===== src/rtl/round_seq_pkg.sv =====
package round_seq_pkg;

  typedef struct packed {
    logic load;
    logic ark;
    logic step;
    logic wb;
    logic present;
  } seq_stb_t;

  // Round number (1-based) of a position inside the round window.
  function automatic int unsigned round_of(input int unsigned pos_i,
                                           input int unsigned phases);
    return (pos_i - 2) / phases + 1;
  endfunction

  // Phase inside the round for a position inside the round window.
  function automatic int unsigned phase_of(input int unsigned pos_i,
                                           input int unsigned phases);
    return (pos_i - 2) % phases;
  endfunction

  // Round-key index for a given round and direction.
  function automatic int unsigned key_of(input logic enc,
                                         input int unsigned rnd,
                                         input int unsigned rounds);
    return enc ? rnd : rounds - rnd;
  endfunction

  // Position that follows pos_i in a block of blk_len cycles.
  function automatic int unsigned next_pos(input int unsigned pos_i,
                                           input int unsigned blk_len);
    return (pos_i == blk_len - 1) ? 0 : pos_i + 1;
  endfunction

endpackage


===== src/rtl/rs_init_timer.sv =====
module rs_init_timer #(
  parameter int unsigned INIT_CYCLES = 1024
) (
  input  logic clk,
  input  logic rst_n,
  output logic ready
);
  localparam int unsigned CNT_W = $clog2(INIT_CYCLES + 1);

  logic [CNT_W-1:0] cnt;

  always_ff @(posedge clk or negedge rst_n) begin
    if (!rst_n) begin
      cnt   <= '0;
      ready <= 1'b0;
    end else if (!ready) begin
      cnt <= cnt + 1'b1;
      if (cnt == CNT_W'(INIT_CYCLES - 1)) ready <= 1'b1;
    end
  end
endmodule


===== src/rtl/rs_block_counter.sv =====
module rs_block_counter
  import round_seq_pkg::*;
#(
  parameter int unsigned BLK_LEN = 44,
  localparam int unsigned POS_W  = $clog2(BLK_LEN)
) (
  input  logic             clk,
  input  logic             rst_n,
  input  logic             run_en,
  input  logic             abort,
  input  logic             start_ok,
  output logic [POS_W-1:0] pos,
  output logic             fire
);
  // A cycle of the block is consumed when enabled and not aborted;
  // position 0 additionally needs the start conditions.
  assign fire = run_en && !abort && ((pos != '0) || start_ok);

  always_ff @(posedge clk or negedge rst_n) begin
    if (!rst_n)     pos <= '0;
    else if (abort) pos <= '0;
    else if (fire)  pos <= POS_W'(next_pos(32'(pos), BLK_LEN));
  end
endmodule


===== src/rtl/rs_decode.sv =====
module rs_decode
  import round_seq_pkg::*;
#(
  parameter int unsigned ROUNDS = 10,
  parameter int unsigned PHASES = 4,
  parameter int unsigned POS_W  = 6,
  parameter int unsigned RND_W  = 4,
  parameter int unsigned PH_W   = 2
) (
  input  logic [POS_W-1:0] pos,
  input  logic             fire,
  input  logic             enc,
  output seq_stb_t         stb,
  output logic [RND_W-1:0] round_idx,
  output logic [PH_W-1:0]  phase_idx,
  output logic             last_round,
  output logic [RND_W-1:0] key_idx
);
  localparam int unsigned WB_POS  = 2 + ROUNDS * PHASES;
  localparam int unsigned OUT_POS = WB_POS + 1;

  int unsigned pos_i;
  int unsigned rnd_i;
  int unsigned ph_i;
  logic        in_rnd;

  always_comb begin
    pos_i  = 32'(pos);
    in_rnd = (pos_i >= 2) && (pos_i < WB_POS);
    rnd_i  = in_rnd ? round_of(pos_i, PHASES) : 0;
    ph_i   = in_rnd ? phase_of(pos_i, PHASES) : 0;

    stb.load    = fire && (pos_i == 0);
    stb.ark     = fire && (pos_i == 1);
    stb.step    = fire && in_rnd;
    stb.wb      = fire && (pos_i == WB_POS);
    stb.present = fire && (pos_i == OUT_POS);

    round_idx  = stb.step ? RND_W'(rnd_i) : '0;
    phase_idx  = stb.step ? PH_W'(ph_i) : '0;
    last_round = stb.step && (rnd_i == ROUNDS);

    if (stb.ark)       key_idx = RND_W'(key_of(enc, 0, ROUNDS));
    else if (stb.step) key_idx = RND_W'(key_of(enc, rnd_i, ROUNDS));
    else               key_idx = '0;
  end
endmodule


===== src/rtl/cipher_round_seq.sv =====
module cipher_round_seq
  import round_seq_pkg::*;
#(
  parameter int unsigned INIT_CYCLES = 1024,
  parameter int unsigned ROUNDS      = 10,
  parameter int unsigned PHASES      = 4,
  localparam int unsigned BLK_LEN    = ROUNDS * PHASES + 4,
  localparam int unsigned POS_W      = $clog2(BLK_LEN),
  localparam int unsigned RND_W      = $clog2(ROUNDS + 1),
  localparam int unsigned PH_W       = (PHASES > 1) ? $clog2(PHASES) : 1
) (
  input  logic             clk,
  input  logic             rst_n,
  input  logic             run_en,
  input  logic             abort,
  input  logic             dir_enc,
  input  logic             key_ready,
  output logic             init_done,
  output logic             load_stb,
  output logic             ark_stb,
  output logic             step_stb,
  output logic             wb_stb,
  output logic             out_valid,
  output logic [RND_W-1:0] round_idx,
  output logic [PH_W-1:0]  phase_idx,
  output logic             last_round,
  output logic [RND_W-1:0] key_idx,
  output logic             enc_mode
);
  logic             start_ok;
  logic [POS_W-1:0] pos;
  logic             fire;
  seq_stb_t         stb;

  rs_init_timer #(.INIT_CYCLES(INIT_CYCLES)) u_init (
    .clk   (clk),
    .rst_n (rst_n),
    .ready (init_done)
  );

  assign start_ok = init_done && key_ready;

  rs_block_counter #(.BLK_LEN(BLK_LEN)) u_cnt (
    .clk      (clk),
    .rst_n    (rst_n),
    .run_en   (run_en),
    .abort    (abort),
    .start_ok (start_ok),
    .pos      (pos),
    .fire     (fire)
  );

  rs_decode #(
    .ROUNDS (ROUNDS),
    .PHASES (PHASES),
    .POS_W  (POS_W),
    .RND_W  (RND_W),
    .PH_W   (PH_W)
  ) u_dec (
    .pos        (pos),
    .fire       (fire),
    .enc        (enc_mode),
    .stb        (stb),
    .round_idx  (round_idx),
    .phase_idx  (phase_idx),
    .last_round (last_round),
    .key_idx    (key_idx)
  );

  // Direction is captured with the block and held for its whole life.
  always_ff @(posedge clk or negedge rst_n) begin
    if (!rst_n)        enc_mode <= 1'b1;
    else if (stb.load) enc_mode <= dir_enc;
  end

  assign load_stb  = stb.load;
  assign ark_stb   = stb.ark;
  assign step_stb  = stb.step;
  assign wb_stb    = stb.wb;
  assign out_valid = stb.present;
endmodule


===== config.mk =====
export PLATFORM = sky130hd
export DESIGN_NAME = cipher_round_seq
export DESIGN_NICKNAME = d
export VERILOG_FILES = /design/src/rtl/round_seq_pkg.sv /design/src/rtl/rs_init_timer.sv /design/src/rtl/rs_block_counter.sv /design/src/rtl/rs_decode.sv /design/src/rtl/cipher_round_seq.sv
export SDC_FILE = /design/constraint.sdc
export NUM_CORES = 1
export LEC_CHECK = 0
export ABC_AREA = 1
export BUFFER_PORTS_ARGS = -buffer_cell sky130_fd_sc_hd__buf_2
export CAP_MARGIN = 20
export CELL_PAD_IN_SITES_DETAIL_PLACEMENT = 1
export CELL_PAD_IN_SITES_GLOBAL_PLACEMENT = 2
export CORE_ASPECT_RATIO = 1.1
export CORE_MARGIN = 2
export CORE_UTILIZATION = 33
export DETAILED_ROUTE_END_ITERATION = 8
export GPL_TIMING_DRIVEN = 0
export HOLD_SLACK_MARGIN = 0.15
export PLACE_DENSITY_LB_ADDON = 0.1
export SYNTH_ARGS = -nofsm -noshare
export SYNTH_HDL_FRONTEND = slang
export SYNTH_SLANG_ARGS = --single-unit
export TNS_END_PERCENT = 1

===== constraint.sdc =====
create_clock -name clk -period 2.8 [get_ports clk]
set_input_delay 0 -clock clk [delete_from_list [all_inputs] [get_ports clk]]
set_output_delay 0 -clock clk [all_outputs]
set_load 0.02 [all_outputs]

==> results by group <==
STA
  • Tmin final: 2.633 ns
  • Layout Skew: 0.005356 ns
  • Worst setup margin: 0.1669 ns
  • Final hold violation count: 0
  • Slew @ Worst Pin: about 0.45 ns
  • Worst rel slew slack: 69.96%
  • Max Slew Vio Count: 0
  • Final Cycle Share: 94.04%
  • Max Fclk: 0.3798 GHz
  • Final setup vio count: 0

Critical path
  • CP max FO: 7
  • CP Class: reg2out
  • WP data required: 2.80 ns
  • Crit path arrival time: 2.63 ns
  • CP Launch Type: flip-flop
  • Setup crit end kind: primary output

Clock network
  • Clk sink count: 19
  • H-tree Lvls: 1
  • CTS max path bufs: 2
  • Clk slew on worst S/H paths: 0.07 ns
  • Root Buffer: clkbuf_8
  • Clk Latency, worst-skew pair: 0.26 ns
  • Inserted Clock Buffers: 3
  • CTS tree: built

Global routing
  • Vias in the first global route: 1431
  • Global-route wire length before repair: 6.720 mm
  • Congestion Overflow GR: 0
  • Initial antenna violation count: 0
  • Pin count of the biggest net entering global routing: 20
  • Total track usage: 15.49%

Drt
  • Routed WL: roughly 4 mm
  • DRC violations left: 0
  • Vias/cell: 4.869
  • Routed len/inst: 13.71 um
  • Routed Antenna Nets: 0
  • Initial drt markers: 23
  • Vias: ~1400
  • First-pass DRT Iterations: 4

Cells and area
  • Final instance area: 1902 sq um
  • Layout cells sized above 1: 27.78%
  • N_diodes: 0
  • Post-layout net count: 256
  • P&R area growth vs syn: 20.92%

Synth
  • Top FF cell, synth: dfrtp_1
  • Asr flop ratio synth: 100.0%
  • Syn Nets: 224
  • Synthesized area: ~1600 sq um
  • Top-area cell type share of the netlist area: 28.64%
  • YS warnings: 0
  • Synth Register Bits: 19
  • Area leader, netlist: dfrtp_1
  • Post-synth EDFFs: 0
  • Number of library cell types mapped by synthesis: 33
  • Cell with the most instances after synthesis: nand2_1
  • Cell count after synthesis: 203
  • Avg Inst Size Synth: 7.748 sq um
  • Post-synthesis sequential area ratio: 30.31%
  • Area contributors post-synth: dfrtp_1, ha_1, nand2_1, nand3_1, inv_1
  • Post-synth top cells: nand2_1, inv_1, nor2_1

Die
  • Die ar.: 5335 sq um
  • Initial Util: 34.05%
  • Row cnt: 26
  • Floorplan Core Area: around 4600 sq um
  • Ports: 24
  • Die W: 69.83 um
  • Die Height: between 70 and 80 um

Place
  • PortBufs: 23
  • Pre-CTS WS: 0.1091 ns
  • DPL Wire Length: 3.191 mm
  • Placed instance area: 1758 sq um
  • GPL Wtd Cong: 0.7448

Status
  • Status: completed

Power and ir drop
  • Leak pwr: about 0.96 nW
  • PD cells: 581.7 nW/um^2
  • Max VDD drop: 199.9 uV

Hold path
  • HP Class: in2reg

Job
  • MaxCap Viol Count: 0
per-stage QoR:
stage	instances	TNS [ns]	utilization (%)	hold WS [ns]	total power [mW]
floorplan	203	0	-	-0.2956	0.7215
finish	290	0	41.17	0.1710	1.106
global placement	282	0	38.06	-0.03808	0.8259
CTS	289	0	39.98	0.1745	1.074
global route	290	-0.02307	41.17	0.1775	1.215
detailed placement	282	0	38.06	-0.03144	0.8642
cells by family after synthesis:
family	share of synthesized area [%]
xor gates and xnor gates	7.240
adders and majority gates	11.93
buffers and inverters	8.910
DFF	30.31
and+or+nand+nor	37.15
AOI/OAI and AO/OA	4.455
routing by layer:
layer	routed length [um]	GRT usage, %
met1	1853	19.56
met3	129	2.513
met2	1951	27.05
met5	0	0
met4	42	4.423
where the power goes:
group	internal, mW	switching (mW)	total [mW]
Sequential	0.294	0.0259	0.320
Combinational	0.227	0.366	0.593
Clock	0.0990	0.0940	0.193
Total	0.620	0.486	1.11
path summary, 6_finish.rpt:
kind | to | cells past startpoint | from | slack (ns)
max in group asynchronous | u_cnt.pos[2]$_DFFE_PN0P_ | 2 | rst_n | 2.25
setup reg to reg | u_cnt.pos[3]$_DFFE_PN0P_ | 10 | u_cnt.pos[1]$_DFFE_PN0P_ | 1.02
setup / recovery | last_round | 14 | u_cnt.pos[2]$_DFFE_PN0P_ | 0.17
hold / removal | u_cnt.pos[2]$_DFFE_PN0P_ | 3 | run_en | 0.17
hold reg to reg | u_init.cnt[9]$_DFFE_PN0N_ | 1 | u_init.cnt[9]$_DFFE_PN0N_ | 0.48
min in group asynchronous | u_init.cnt[3]$_DFFE_PN0N_ | 2 | rst_n | 0.21
critical path, stage by stage (launching register included):
cell	delay, ns
dfrtp_2	0.47
inv_1	0.18
ha_4	0.20
inv_1	0.05
nor2_2	0.12
nand2_1	0.12
nand2_1	0.13
nand3_1	0.09
ha_1	0.28
nand2_1	0.05
nor3b_1	0.18
nand3_1	0.11
nor2_1	0.09
and3_1	0.15
buf_2	0.16
final cells by class:
| type | count | area, sq um |
|---|---|---|
| clock inverter | 1 | 5.005 |
| sequential | 19 | 479.2 |
| timing repair buffer | 27 | 152.6 |
| tap | 56 | 70.07 |
| fill | 570 | 2718 |
| buffer | 3 | 33.78 |
| clock buffer | 3 | 41.29 |
| multi-input combinational | 153 | 1010 |
| inverter | 28 | 110.1 |
state kept, by name, summed over array words and instances (netlist names):
name and flops:
u_init.cnt 11, u_cnt.pos 6, enc_mode 1, u_init.ready 1
timing repair:
action	4_1_cts	5_1_grt
pin swaps	0	2
setup buffers	0	1
hold buffers	3	0
setup endpoints to repair	1	1
resized for setup	5	9
hold endpoints to repair	22	0
placed cells by master, fill, tap and decap left out, types with 4 or more instances in the layout:
cell	n
inv_2	5
xor2_1	7
nand3_1	18
dfrtp_1	16
nor2_2	4
xnor2_1	5
inv_1	20
nor2_4	4
buf_2	23
nand2_1	48
nor2_1	18
ha_1	13
No activity file was read; power rests on OpenSTA's default activity.
